<file path="src/rtl/sar_ctrl_pkg.sv">
package sar_ctrl_pkg;

  // Sequencer phases of one conversion
  typedef enum logic [1:0] {
    PH_IDLE   = 2'd0,  // waiting for a start request
    PH_SAMPLE = 2'd1,  // hold asserted, input being frozen
    PH_SET    = 2'd2,  // new trial code on the DAC, settling
    PH_CMP    = 2'd3   // comparator sampled at end of this cycle
  } sar_phase_t;

  // Width of a bit index for a conversion of w bits
  function automatic int idx_width(input int w);
    return (w > 1) ? $clog2(w) : 1;
  endfunction

endpackage

</file>
<file path="src/rtl/sar_seq_fsm.sv">
module sar_seq_fsm
  import sar_ctrl_pkg::*;
#(
  parameter int W = 4,
  localparam int IW = idx_width(W)
) (
  input  logic          clk,
  input  logic          rst_n,
  input  logic          start_i,
  output sar_phase_t    phase_o,
  output logic [IW-1:0] idx_o,
  output logic          init_o,
  output logic          decide_o,
  output logic          finish_o,
  output logic          hold_o,
  output logic          done_o
);

  localparam logic [IW-1:0] TOP_IDX = IW'(W - 1);

  sar_phase_t    phase_q, phase_d;
  logic [IW-1:0] idx_q, idx_d;
  logic          hold_q, hold_d;
  logic          done_q, done_d;
  logic          last_bit;

  assign last_bit = (idx_q == '0);

  always_comb begin
    phase_d = phase_q;
    idx_d   = idx_q;
    hold_d  = hold_q;
    done_d  = 1'b0;
    unique case (phase_q)
      PH_IDLE: begin
        if (start_i) begin
          phase_d = PH_SAMPLE;
          hold_d  = 1'b1;
        end
      end
      PH_SAMPLE: begin
        phase_d = PH_SET;
        idx_d   = TOP_IDX;
      end
      PH_SET: begin
        phase_d = PH_CMP;
      end
      PH_CMP: begin
        if (last_bit) begin
          phase_d = PH_IDLE;
          hold_d  = 1'b0;
          done_d  = 1'b1;
        end else begin
          phase_d = PH_SET;
          idx_d   = idx_q - 1'b1;
        end
      end
      default: phase_d = PH_IDLE;
    endcase
  end

  always_ff @(posedge clk) begin
    if (!rst_n) begin
      phase_q <= PH_IDLE;
      idx_q   <= '0;
      hold_q  <= 1'b0;
      done_q  <= 1'b0;
    end else begin
      phase_q <= phase_d;
      idx_q   <= idx_d;
      hold_q  <= hold_d;
      done_q  <= done_d;
    end
  end

  assign phase_o  = phase_q;
  assign idx_o    = idx_q;
  assign init_o   = (phase_q == PH_SAMPLE);
  assign decide_o = (phase_q == PH_CMP);
  assign finish_o = decide_o && last_bit;
  assign hold_o   = hold_q;
  assign done_o   = done_q;

endmodule

</file>
<file path="src/rtl/sar_trial_reg.sv">
module sar_trial_reg
  import sar_ctrl_pkg::*;
#(
  parameter int W = 4,
  localparam int IW = idx_width(W)
) (
  input  logic          clk,
  input  logic          rst_n,
  input  logic          init_i,
  input  logic          decide_i,
  input  logic [IW-1:0] idx_i,
  input  logic          cmp_i,
  output logic [W-1:0]  code_o,
  output logic [W-1:0]  code_next_o
);

  logic [W-1:0] code_q;
  logic [W-1:0] code_d;

  // One slice per bit: seed, decide, or arm as the next trial
  for (genvar b = 0; b < W; b++) begin : g_bit
    logic is_cur;
    logic is_nxt;
    assign is_cur = (int'(idx_i) == b);
    assign is_nxt = (int'(idx_i) == b + 1);

    always_comb begin
      code_d[b] = code_q[b];
      if (init_i) begin
        code_d[b] = (b == W - 1);
      end else if (decide_i) begin
        if (is_cur)      code_d[b] = cmp_i;
        else if (is_nxt) code_d[b] = 1'b1;
      end
    end
  end

  always_ff @(posedge clk) begin
    if (!rst_n) code_q <= '0;
    else        code_q <= code_d;
  end

  assign code_o      = code_q;
  assign code_next_o = code_d;

endmodule

</file>
<file path="src/rtl/sar_result_fmt.sv">
module sar_result_fmt #(
  parameter int W = 4
) (
  input  logic         clk,
  input  logic         rst_n,
  input  logic         load_i,
  input  logic [W-1:0] offset_code_i,
  output logic [W-1:0] result_o
);

  logic [W-1:0] twos;
  logic [W-1:0] result_q;

  // Offset binary to two's complement: flip the sign position only
  assign twos = offset_code_i ^ {1'b1, {(W-1){1'b0}}};

  always_ff @(posedge clk) begin
    if (!rst_n)      result_q <= '0;
    else if (load_i) result_q <= twos;
  end

  assign result_o = result_q;

endmodule

</file>
<file path="src/rtl/sar_adc_ctrl.sv">
module sar_adc_ctrl
  import sar_ctrl_pkg::*;
#(
  parameter int W = 4
) (
  input  logic         clk,
  input  logic         rst_n,
  input  logic         start_i,
  input  logic         cmp_i,
  output logic [W-1:0] dac_o,
  output logic         hold_o,
  output logic [W-1:0] result_o,
  output logic         done_o
);

  localparam int IW = idx_width(W);

  sar_phase_t    phase;
  logic [IW-1:0] idx;
  logic          init;
  logic          decide;
  logic          finish;
  logic [W-1:0]  code_next;

  sar_seq_fsm #(.W(W)) seq_i (
    .clk      (clk),
    .rst_n    (rst_n),
    .start_i  (start_i),
    .phase_o  (phase),
    .idx_o    (idx),
    .init_o   (init),
    .decide_o (decide),
    .finish_o (finish),
    .hold_o   (hold_o),
    .done_o   (done_o)
  );

  sar_trial_reg #(.W(W)) trial_i (
    .clk         (clk),
    .rst_n       (rst_n),
    .init_i      (init),
    .decide_i    (decide),
    .idx_i       (idx),
    .cmp_i       (cmp_i),
    .code_o      (dac_o),
    .code_next_o (code_next)
  );

  sar_result_fmt #(.W(W)) fmt_i (
    .clk           (clk),
    .rst_n         (rst_n),
    .load_i        (finish),
    .offset_code_i (code_next),
    .result_o      (result_o)
  );

endmodule

</file>
<file path="config.mk">
export PLATFORM = sky130hd
export DESIGN_NAME = sar_adc_ctrl
export DESIGN_NICKNAME = d
export VERILOG_FILES = /design/src/rtl/sar_ctrl_pkg.sv /design/src/rtl/sar_seq_fsm.sv /design/src/rtl/sar_trial_reg.sv /design/src/rtl/sar_result_fmt.sv /design/src/rtl/sar_adc_ctrl.sv
export SDC_FILE = /design/constraint.sdc
export NUM_CORES = 1
export LEC_CHECK = 0
export BUFFER_PORTS_ARGS = -buffer_cell sky130_fd_sc_hd__buf_2
export CAP_MARGIN = 20
export CORE_UTILIZATION = 41
export CTS_CLUSTER_SIZE = 25
export DETAILED_ROUTE_END_ITERATION = 10
export GPL_ROUTABILITY_DRIVEN = 0
export PLACE_DENSITY = 0.72
export REMOVE_ABC_BUFFERS = 1
export SYNTH_ARGS = -nofsm -noshare
export SYNTH_HDL_FRONTEND = slang
export SYNTH_SLANG_ARGS = --single-unit
</file>
<file path="constraint.sdc">
create_clock -name clk -period 2.9 [get_ports clk]
set_clock_uncertainty 0.05 [all_clocks]
set_input_delay 0.29 -clock clk [delete_from_list [all_inputs] [get_ports clk]]
set_output_delay 0.29 -clock clk [all_outputs]
set_load 0.02 [all_outputs]
</file>
==> impl_metrics.csv <==
group,metric,value,unit
status,outcome,"finished clean",
power,clockPowerShare,32.9,%
power,power_switching_share,26.9,%
setup_path,setup.worst_path.start_class,"flip-flop",
floorplanning,io-pin-count,14,
route,num_vias,511,
cts,clk_path_buf_depth,2,
cts,clkSlewWorstSetupHoldPaths,0.08,ns
power,p_int,309,µW
logic_synthesis,synthesis.area,644,µm²
power,ir_drop,324,µV
logic_synthesis,synthDominantAreaCellType,"sky130_fd_sc_hd__dfxtp_1",
route,remaining_drc_errors,0,
final_layout,n_antenna_cell,0,
hold_path,worstHoldPathType,"in -> reg",
logic_synthesis,ys.warnings.count,0,
cts,cts_hold_buffers,0,
logic_synthesis,fraction_of_post_synthesis_cell_area_in_the_top_cell_type_by_area,43.5,%
timing,post-route-period-util,54.0,%
final_layout,layout.filler_cells,134,
setup_path,timing.critical_path.fanout_max,9,
placed_design,detailed_place_hpwl,800,µm
cts,number_of_gates_resized_after_cts,0,
timing,tightestPinTransition,0.424,ns
route,routedWlPerCell,10.9,µm
power,net-switching-power,113,µW
final_layout,layout.nets,95,
floorplanning,fp.coreArea,0.00138,mm²
global_route,wire_length_of_the_first_global_routing_pass,1820,µm
logic_synthesis,ys_seq_area_share,43.5,%
cts,cts_tree,"yes",
cts,cts_post_setup_buffers_inserted,0,
cts,cts_bufs_inserted,3,
final_layout,layout.area.seq,280,µm²
timing,fin_crit_period,1.57,ns
final_layout,area_of_all_placed_cells_without_fillers,736,µm²
setup_path,worstPathRequired,3.03,ns
cts,cts_root_buffer,"sky130_fd_sc_hd__clkbuf_4",
final_layout,most_frequent_cells_in_the_layout,"sky130_fd_sc_hd__dfxtp_1 (14), sky130_fd_sc_hd__buf_2 (13), sky130_fd_sc_hd__nand2_1 (7)",
power,pwr-share-comb,15.5,%
run,maxCapViolCount,0,
placed_design,postPlaceCellArea,699,µm²
setup_path,crit_type,"reg -> reg",
global_route,number_of_antenna_violations_at_the_first_check_in_global_routing,0,
cts,clkSinkCount,14,
route,drt-initial-drc-count,5,
cts,insertion_delay,0.28,ns
logic_synthesis,synth-seq-cells,14,
timing,slew_headroom,71.7,%
route,viasPerCell,5.06,
global_route,first_global_vias,424,
floorplanning,die-area,0.00173,mm²
setup_path,cp-end-kind,"flip-flop",
placed_design,numPortBuffers,13,
floorplanning,fp.dieW,41.6,µm
final_layout,layout_commonest_cell,"sky130_fd_sc_hd__dfxtp_1",
cts,htree_num_levels,1,
timing,setup-tns-final,0,ns
timing,hold_viol_final,0,
logic_synthesis,yosys-top-cells-area,"sky130_fd_sc_hd__dfxtp_1 (43%), sky130_fd_sc_hd__ha_1 (7.8%), sky130_fd_sc_hd__o21ai_0 (4.7%), sky130_fd_sc_hd__nand2_1 (4.1%), sky130_fd_sc_hd__a21oi_1 (3.1%)",
logic_synthesis,post_synth.cell_area_avg,8.83,µm²
setup_path,critPathArrivalTime,1.69,ns
logic_synthesis,synth.lib_cells_used.distinct,29,
route,wl,1100,µm
timing,report.final.setup_viol,0,
logic_synthesis,cells_after_synth,73,
final_layout,final_core_util,53.2,%
final_layout,layout-drive-gt1-share,23.3,%
global_route,globalRouteTotalUtil,14.0,%
floorplanning,start_util,46.6,%
global_route,largest_net_degree_at_the_start_of_global_routing,16,
power,power.static_leakage,0.327,nW
final_layout,flow.area_growth_from_synthesis,14.2,%
power,pwr_density_cell,574,mW/mm²
floorplanning,fp.dieH,41.6,µm
power,pwr-share-seq,51.6,%
floorplanning,std_cell_rows,13,
route,drtPass1Iterations,4,
global_route,grt-ovfl-total,0,
final_layout,multi_input_comb_area,317,µm²
timing,maxSlewViolCount,0,
route,postRouteAntennaNets,0,
timing,max_freq,639,MHz
timing,grt_setup_unrepaired,"no",
[cell type report]
| class | instances | share of cell area [%] |
|---|---|---|
| Timing Repair Buffer | 13 | 8.84 |
| Multi-Input combinational cell | 50 | 43.0 |
| Clock buffer | 4 | 4.93 |
| Sequential cell | 14 | 38.1 |
| Tap cell | 15 | 2.55 |
| Inverter | 5 | 2.55 |
[power by group through the flow]
stage	Combinational, mW	Sequential, mW	Clock (mW)
after CTS	0.0658	0.218	0.145
after global routing	0.0731	0.220	0.154
after detailed placement	0.0657	0.222	0
after global placement	0.0636	0.222	0
final	0.0655	0.218	0.139
after floorplan	0.0393	0.227	0
[worst max-delay path, cell delays in order, from the launching register on]
cell and delay (ns):
sky130_fd_sc_hd__dfxtp_1 0.36, sky130_fd_sc_hd__inv_1 0.10, sky130_fd_sc_hd__ha_1 0.28, sky130_fd_sc_hd__and3_1 0.40, sky130_fd_sc_hd__mux2i_1 0.23, sky130_fd_sc_hd__nor2_1 0.05
[cell usage after synthesis, drive strengths merged]
| cell type | instances |
|---|---|
| a211oi | 2 |
| a21oi | 4 |
| a221oi | 1 |
| a22o | 1 |
| a31oi | 1 |
| and2 | 1 |
| and3 | 1 |
| buf | 3 |
| clkbuf | 1 |
| dfxtp | 14 |
| ha | 4 |
| inv | 5 |
| mux2 | 1 |
| mux2i | 1 |
| nand2 | 7 |
| nand2b | 2 |
| nand3 | 2 |
| nand3b | 1 |
| nor2 | 5 |
| nor2b | 2 |
| nor3 | 1 |
| o21a | 2 |
| o21ai | 7 |
| o21bai | 1 |
| o22ai | 2 |
| or2 | 1 |
[per-layer routing]
layer  wire length, µm  vias to the layer above  GRT usage, %  share of wire [%]
met3                53                        3          7.83                4.8
li1                  -                      278             -                  -
met4                11                        0          3.87                1.0
met2               458                       13          20.9                 42
met1               577                      217          17.3                 52
met5                 0                        -             0                  0
[sequential cells by signal (all words and copies together) (netlist names)]
register and count:
fmt_i.result_o 4, seq_i.done_o 1, seq_i.hold_o 1, seq_i.idx_o 2
seq_i.phase_o 2, trial_i.code_o 4
[metrics by stage]
| stage | worst slack, ns | cells | hold slack, ns | total power [mW] |
|---|---|---|---|---|
| floorplan | 1.53 | 69 | 0.362 | 0.267 |
| global placement | 1.43 | 97 | 0.408 | 0.286 |
| detailed placement | 1.36 | 97 | 0.409 | 0.288 |
| CTS | 1.34 | 101 | 0.207 | 0.428 |
| global route | 1.19 | 101 | 0.234 | 0.447 |
| finish | 1.33 | 101 | 0.217 | 0.422 |
[kinds of logic (layout without fill, tap and decap cells)]
| kind of cell | count (synthesis) | after routing | share of synthesized area, % |
|---|---|---|---|
| AO/OA/AOI/OAI | 21 | 21 | 20.0 |
| adder cells (fa/ha/maj) | 4 | 4 | 7.77 |
| buffers and inverters | 9 | 22 | 7.38 |
| flip-flops | 14 | 14 | 43.5 |
| multiplexers | 2 | 2 | 3.30 |
| AND/OR/NAND/NOR | 23 | 23 | 18.1 |
[path summary, 6_finish.rpt]
check	startpoint	end	slack, ns	depth (start not counted)
hold / removal	start_i	seq_i.phase_o[0]	0.22	3
setup / recovery	seq_i.idx_o[0]	fmt_i.result_o[0]	1.33	5
setup reg to reg	seq_i.idx_o[0]	fmt_i.result_o[0]	1.33	5
hold reg to reg	fmt_i.result_o[1]	fmt_i.result_o[1]	0.42	2
Note: power is estimated with default switching activity, not from simulation.
